### config.mk
export PLATFORM = sky130hd
export DESIGN_NAME = stack_call_unit
export DESIGN_NICKNAME = d
export VERILOG_FILES = /design/src/rtl/stk_pkg.sv /design/src/rtl/stk_rst_sync.sv /design/src/rtl/stk_decode.sv /design/src/rtl/stk_addr_path.sv /design/src/rtl/stk_pc_path.sv /design/src/rtl/stack_call_unit.sv
export SDC_FILE = /design/constraint.sdc
export NUM_CORES = 1
export LEC_CHECK = 0
export BUFFER_PORTS_ARGS = -buffer_cell sky130_fd_sc_hd__buf_4
export CORE_UTILIZATION = 35
export DETAILED_ROUTE_END_ITERATION = 6
export HOLD_SLACK_MARGIN = 0.05
export PLACE_DENSITY_LB_ADDON = 0.08
export SETUP_SLACK_MARGIN = 0.1
export SYNTH_ARGS = -nofsm -noshare
export SYNTH_HDL_FRONTEND = slang
export SYNTH_HIERARCHICAL = 1
export SYNTH_SLANG_ARGS = --single-unit
### constraint.sdc
create_clock -name clk -period 4.95 [get_ports clk]
set_clock_uncertainty 0.2 [all_clocks]
set_input_delay 0.7425 -clock clk [delete_from_list [all_inputs] [get_ports clk]]
set_output_delay 0.7425 -clock clk [all_outputs]
set_load 0.005 [all_outputs]
### src/rtl/stk_pkg.sv
package stk_pkg;

  typedef enum logic [2:0] {
    STK_NONE = 3'd0,
    STK_PUSH = 3'd1,
    STK_POP  = 3'd2,
    STK_CALL = 3'd3,
    STK_RET  = 3'd4
  } stk_op_e;

  typedef struct packed {
    logic store;    // write a word at the pre-decremented pointer
    logic load;     // read a word at the pointer
    logic link;     // store carries the return address, PC takes target
    logic load_pc;  // read word goes to the next PC
    logic load_rf;  // read word goes to the register file
    logic sp_down;  // pointer steps down
    logic sp_up;    // pointer steps up
  } stk_ctl_t;

endpackage

### src/rtl/stk_rst_sync.sv
module stk_rst_sync #(
  parameter int STAGES = 2
) (
  input  logic clk,
  input  logic arst_n,
  output logic rst_sync_n
);

  logic [STAGES-1:0] chain_q;
  logic [STAGES-1:0] chain_d;

  generate
    if (STAGES == 1) begin : g_single
      always_comb chain_d = 1'b1;
    end else begin : g_multi
      always_comb chain_d = {chain_q[STAGES-2:0], 1'b1};
    end
  endgenerate

  always_ff @(posedge clk or negedge arst_n) begin
    if (!arst_n) chain_q <= '0;
    else         chain_q <= chain_d;
  end

  assign rst_sync_n = chain_q[STAGES-1];

endmodule

### src/rtl/stk_decode.sv
module stk_decode
  import stk_pkg::*;
(
  input  logic     run,
  input  logic [2:0] op_code,
  output stk_ctl_t ctl
);

  stk_op_e op;

  always_comb begin
    op  = stk_op_e'(op_code);
    ctl = '0;
    if (run) begin
      case (op)
        STK_PUSH: begin
          ctl.store   = 1'b1;
          ctl.sp_down = 1'b1;
        end
        STK_POP: begin
          ctl.load    = 1'b1;
          ctl.load_rf = 1'b1;
          ctl.sp_up   = 1'b1;
        end
        STK_CALL: begin
          ctl.store   = 1'b1;
          ctl.link    = 1'b1;
          ctl.sp_down = 1'b1;
        end
        STK_RET: begin
          ctl.load    = 1'b1;
          ctl.load_pc = 1'b1;
          ctl.sp_up   = 1'b1;
        end
        default: ctl = '0;
      endcase
    end
  end

endmodule

### src/rtl/stk_addr_path.sv
module stk_addr_path
  import stk_pkg::*;
#(
  parameter int WORD_W = 16
) (
  input  logic [WORD_W-1:0] sp_q,
  input  stk_ctl_t          ctl,
  output logic [WORD_W-1:0] mem_addr,
  output logic [WORD_W-1:0] sp_d,
  output logic              sp_en
);

  localparam logic [WORD_W-1:0] ONE = {{(WORD_W-1){1'b0}}, 1'b1};

  logic [WORD_W-1:0] sp_dec;
  logic [WORD_W-1:0] sp_inc;

  always_comb begin
    sp_dec   = sp_q - ONE;
    sp_inc   = sp_q + ONE;
    // stores use the pre-decremented pointer, loads the pointer itself
    mem_addr = ctl.store ? sp_dec : sp_q;
    sp_en    = ctl.sp_down | ctl.sp_up;
    sp_d     = ctl.sp_down ? sp_dec : sp_inc;
  end

endmodule

### src/rtl/stk_pc_path.sv
module stk_pc_path
  import stk_pkg::*;
#(
  parameter int WORD_W = 16
) (
  input  logic [WORD_W-1:0] pc_cur,
  input  logic [WORD_W-1:0] call_target,
  input  logic [WORD_W-1:0] push_data,
  input  logic [WORD_W-1:0] mem_rdata,
  input  stk_ctl_t          ctl,
  output logic [WORD_W-1:0] pc_next,
  output logic [WORD_W-1:0] mem_wdata
);

  localparam logic [WORD_W-1:0] ONE = {{(WORD_W-1){1'b0}}, 1'b1};

  logic [WORD_W-1:0] pc_link;

  always_comb begin
    pc_link = pc_cur + ONE;
    if (ctl.link)         pc_next = call_target;
    else if (ctl.load_pc) pc_next = mem_rdata;
    else                  pc_next = pc_link;
    mem_wdata = ctl.link ? pc_link : push_data;
  end

endmodule

### src/rtl/stack_call_unit.sv
module stack_call_unit
  import stk_pkg::*;
#(
  parameter int               WORD_W  = 16,
  parameter int               RIDX_W  = 3,
  parameter int               SYNC_ST = 2,
  parameter logic [WORD_W-1:0] SP_BASE = '0
) (
  input  logic              clk,
  input  logic              rst_n,
  input  logic [2:0]        op_code,
  input  logic [WORD_W-1:0] push_data,
  input  logic [RIDX_W-1:0] pop_dst,
  input  logic [WORD_W-1:0] call_target,
  input  logic [WORD_W-1:0] pc_cur,
  input  logic [WORD_W-1:0] mem_rdata,
  output logic [WORD_W-1:0] mem_addr,
  output logic              mem_we,
  output logic [WORD_W-1:0] mem_wdata,
  output logic              rf_we,
  output logic [RIDX_W-1:0] rf_waddr,
  output logic [WORD_W-1:0] rf_wdata,
  output logic [WORD_W-1:0] pc_next,
  output logic [WORD_W-1:0] sp_out
);

  localparam logic [WORD_W-1:0] ONE = {{(WORD_W-1){1'b0}}, 1'b1};

  logic              rst_ok_n;
  stk_ctl_t          ctl;
  logic [WORD_W-1:0] sp_q;
  logic [WORD_W-1:0] sp_d;
  logic              sp_en;

  stk_rst_sync #(.STAGES(SYNC_ST)) u_rst (
    .clk        (clk),
    .arst_n     (rst_n),
    .rst_sync_n (rst_ok_n)
  );

  stk_decode u_dec (
    .run     (rst_ok_n),
    .op_code (op_code),
    .ctl     (ctl)
  );

  stk_addr_path #(.WORD_W(WORD_W)) u_addr (
    .sp_q     (sp_q),
    .ctl      (ctl),
    .mem_addr (mem_addr),
    .sp_d     (sp_d),
    .sp_en    (sp_en)
  );

  stk_pc_path #(.WORD_W(WORD_W)) u_pc (
    .pc_cur      (pc_cur),
    .call_target (call_target),
    .push_data   (push_data),
    .mem_rdata   (mem_rdata),
    .ctl         (ctl),
    .pc_next     (pc_next),
    .mem_wdata   (mem_wdata)
  );

  always_ff @(posedge clk or negedge rst_ok_n) begin
    if (!rst_ok_n)  sp_q <= SP_BASE;
    else if (sp_en) sp_q <= sp_d;
  end

  assign mem_we   = ctl.store;
  assign rf_we    = ctl.load_rf;
  assign rf_waddr = pop_dst;
  assign rf_wdata = mem_rdata;
  assign sp_out   = sp_q;

  AST_PUSH_PREDEC: assert property (@(posedge clk) disable iff (!rst_ok_n)
    (op_code == STK_PUSH) |=> (sp_q == $past(sp_q) - ONE));

  AST_STORE_BELOW_TOP: assert property (@(posedge clk) disable iff (!rst_ok_n)
    mem_we |-> (mem_addr == sp_q - ONE));

  AST_POP_POSTINC: assert property (@(posedge clk) disable iff (!rst_ok_n)
    (op_code == STK_POP) |=> (sp_q == $past(sp_q) + ONE));

  AST_POP_NO_STORE: assert property (@(posedge clk) disable iff (!rst_ok_n)
    rf_we |-> (!mem_we && mem_addr == sp_q));

  AST_CALL_LINK_JUMP: assert property (@(posedge clk) disable iff (!rst_ok_n)
    (op_code == STK_CALL) |-> (mem_we && pc_next == call_target && mem_wdata == pc_cur + ONE));

  AST_RET_TO_PC: assert property (@(posedge clk) disable iff (!rst_ok_n)
    (op_code == STK_RET) |-> (pc_next == mem_rdata && !rf_we && !mem_we));

  AST_IDLE_HOLD: assert property (@(posedge clk) disable iff (!rst_ok_n)
    (op_code == STK_NONE || op_code > STK_RET) |=> $stable(sp_q));

  AST_ONE_WRITE_PORT: assert property (@(posedge clk) disable iff (!rst_ok_n)
    $countones({mem_we, rf_we}) <= 1);

endmodule

==> results.ini <==
[clock_tree]
numClockSinks = 18
cts.htree.levels = 1
root_buffer = clkbuf_8
insertion_delay_ps = 260
cts_resized = 0
clkTransAtPathRegs_ps = 70
cts_buffers = 3
cts_tree = yes
cts.path.max_buffers = 2

[setup_path]
crit_required_ps = 4010
rr_endpoint = sp_out[15]$_DFFE_PN0P_
regToRegSetupSlack_ps = 1830
worstRegToRegCells = 8
critical-path-max-stage-delay_ps = 820
path_class = flip-flop to primary output
worstPathCellList = nand2_1 -> nor2_1 -> buf_4 -> nand2_1 -> or3_4 -> nor3_2 -> xor2_1 -> buf_4
cp_data_arrival_time_ps = 2640
path_delay_family = simple AND/OR/NAND/NOR gates
cpMaxStageDelayCell = dfrtp_1
crit_buf_inv = 2
worstSetupEndpointType = primary output
start_kind = flip-flop
path_max_fanout = 18
r2r-start = u_rst/chain_q[1]$_DFF_PN0_

[cells_and_area]
antennaDiodeCount = 0
multi_input_area_um2 = 1820
fin_nets = 525
fin_util_pct = 50.5
areaGrowthSynthToFinish_pct = 40.4
fill_cells = 771
drive_above_1_share_pct = 42.8
final_common_cell = buf_4
area.sequential_um2 = 450
final_area_um2 = 3650
layout_common_cells = 153 x buf_4, 41 x nor2_1, 24 x nand2_1

[power]
p_leak_nw = 1.74
ir_drop_mv = 0.179
power.density_nw_per_um2 = 311

[global_route]
grt_max_degree = 48
grt_pass1_vias = 2493
grt_first_pass_wirelength_um = 11700
grt-ovfl-total = 0
track_usage_pct = 19.1
antenna_found_initial = 0

[timing]
rsz0062_at_grt = no
maxSlewHeadroom_pct = 37.4
setup_viol = 0
tightestPinTransition_ps = 926
timing_hold_violations_final = 0
fin_crit_sh_pct = 72.5
slew_viol_final = 0
hold-worst-slack_ps = 108
fmax_ghz = 0.279
tns_ps = 0
fin_crit_ps = 3590
setup_slack_ps = 1360

[yosys]
syn_area_um2 = 2600
yosysWarnings = 6
synth.avg_cell_area_um2 = 7.75
synthCells = 335
synth_nets = 410

[drt]
wirelength_um = 7670
ant_nets = 0
drc = 0
first_iter_violations = 71
wl_per_cell_um = 14.0
vias = 2785
vias_per_cell = 5.08
drt_first_pass_iters = 4

[placement]
dpl_cell_area_um2 = 3580
io_buffers = 150
dp_slack_ps = 1580
gp_congestion = 0.787
hpwl_um = 5990

[floorplan]
die_h_um = 88.1
row_count = 31
die_w_um = 88.1
initial_utilization_pct = 36.0
die_area_um2 = 7770
io_pins = 157
core_area_um2 = 7210

[hold_path]
min_path_type = flip-flop to asynchronous set/reset pin

[job]
drv_cap = 0

[outcome]
status = completed

[layer usage]
metal  wire [µm]  track usage (%)
met1        3510             26.0
met2        3640             31.4
met3         421             3.02
met4          98             5.28
met5           0                0
[per-stage QoR]
stage | total power, mW | instances
after floorplan | 0.733 | 335
after global placement | 1.00 | 543
after detailed placement | 1.02 | 543
after CTS | 1.14 | 548
after global routing | 1.23 | 548
final | 1.13 | 548
[worst max-delay path by stage]
stage / start / depth (start not counted) / end / slack, ps
final: u_rst/chain_q[1]$_DFF_PN0_ / 8 / mem_addr[12] / 1360
after floorplan: u_rst/chain_q[1]$_DFF_PN0_ / 8 / mem_addr[14] / 1940
after CTS: u_rst/chain_q[1]$_DFF_PN0_ / 8 / mem_addr[12] / 1290
after global placement: u_rst/chain_q[1]$_DFF_PN0_ / 8 / mem_addr[14] / 1650
after detailed placement: u_rst/chain_q[1]$_DFF_PN0_ / 8 / mem_addr[12] / 1580
after global routing: u_rst/chain_q[1]$_DFF_PN0_ / 8 / mem_addr[14] / 1070
[registers in the layout (all words and copies together), names as in the netlist]
| signal | count |
|---|---|
| u_rst/chain_q | 2 |
| sp_out | 16 |
[worst reg2reg max path: stages, from the launching register on]
cell and delay [ps]:
dfrtp_1 820, nand2_1 240, nor2_1 130, buf_4 220, or3b_2 510, nor3_1 310
a32oi_1 150, xnor2_1 160, mux2_2 260
[area by class of cell]
type                    instances  area share [%]
inverters                       9           0.927
clock buffers                   4            1.51
repair buffers                154            31.8
flip-flops and latches         18            12.4
multi-input cells             264            50.0
well taps                      99            3.40
[power breakdown]
part	leakage, nW	switching [mW]	internal, mW
Clock	0.0288	0.0536	0.0709
Sequential	0.231	0.156	0.200
Combinational	1.48	0.260	0.393
Total	1.74	0.470	0.665
[timing repair]
action	CTS	global route
hold buffers	1	0
endpoints found under the hold margin	2	0
setup buffers	0	0
(Power assumes the default switching activity.)
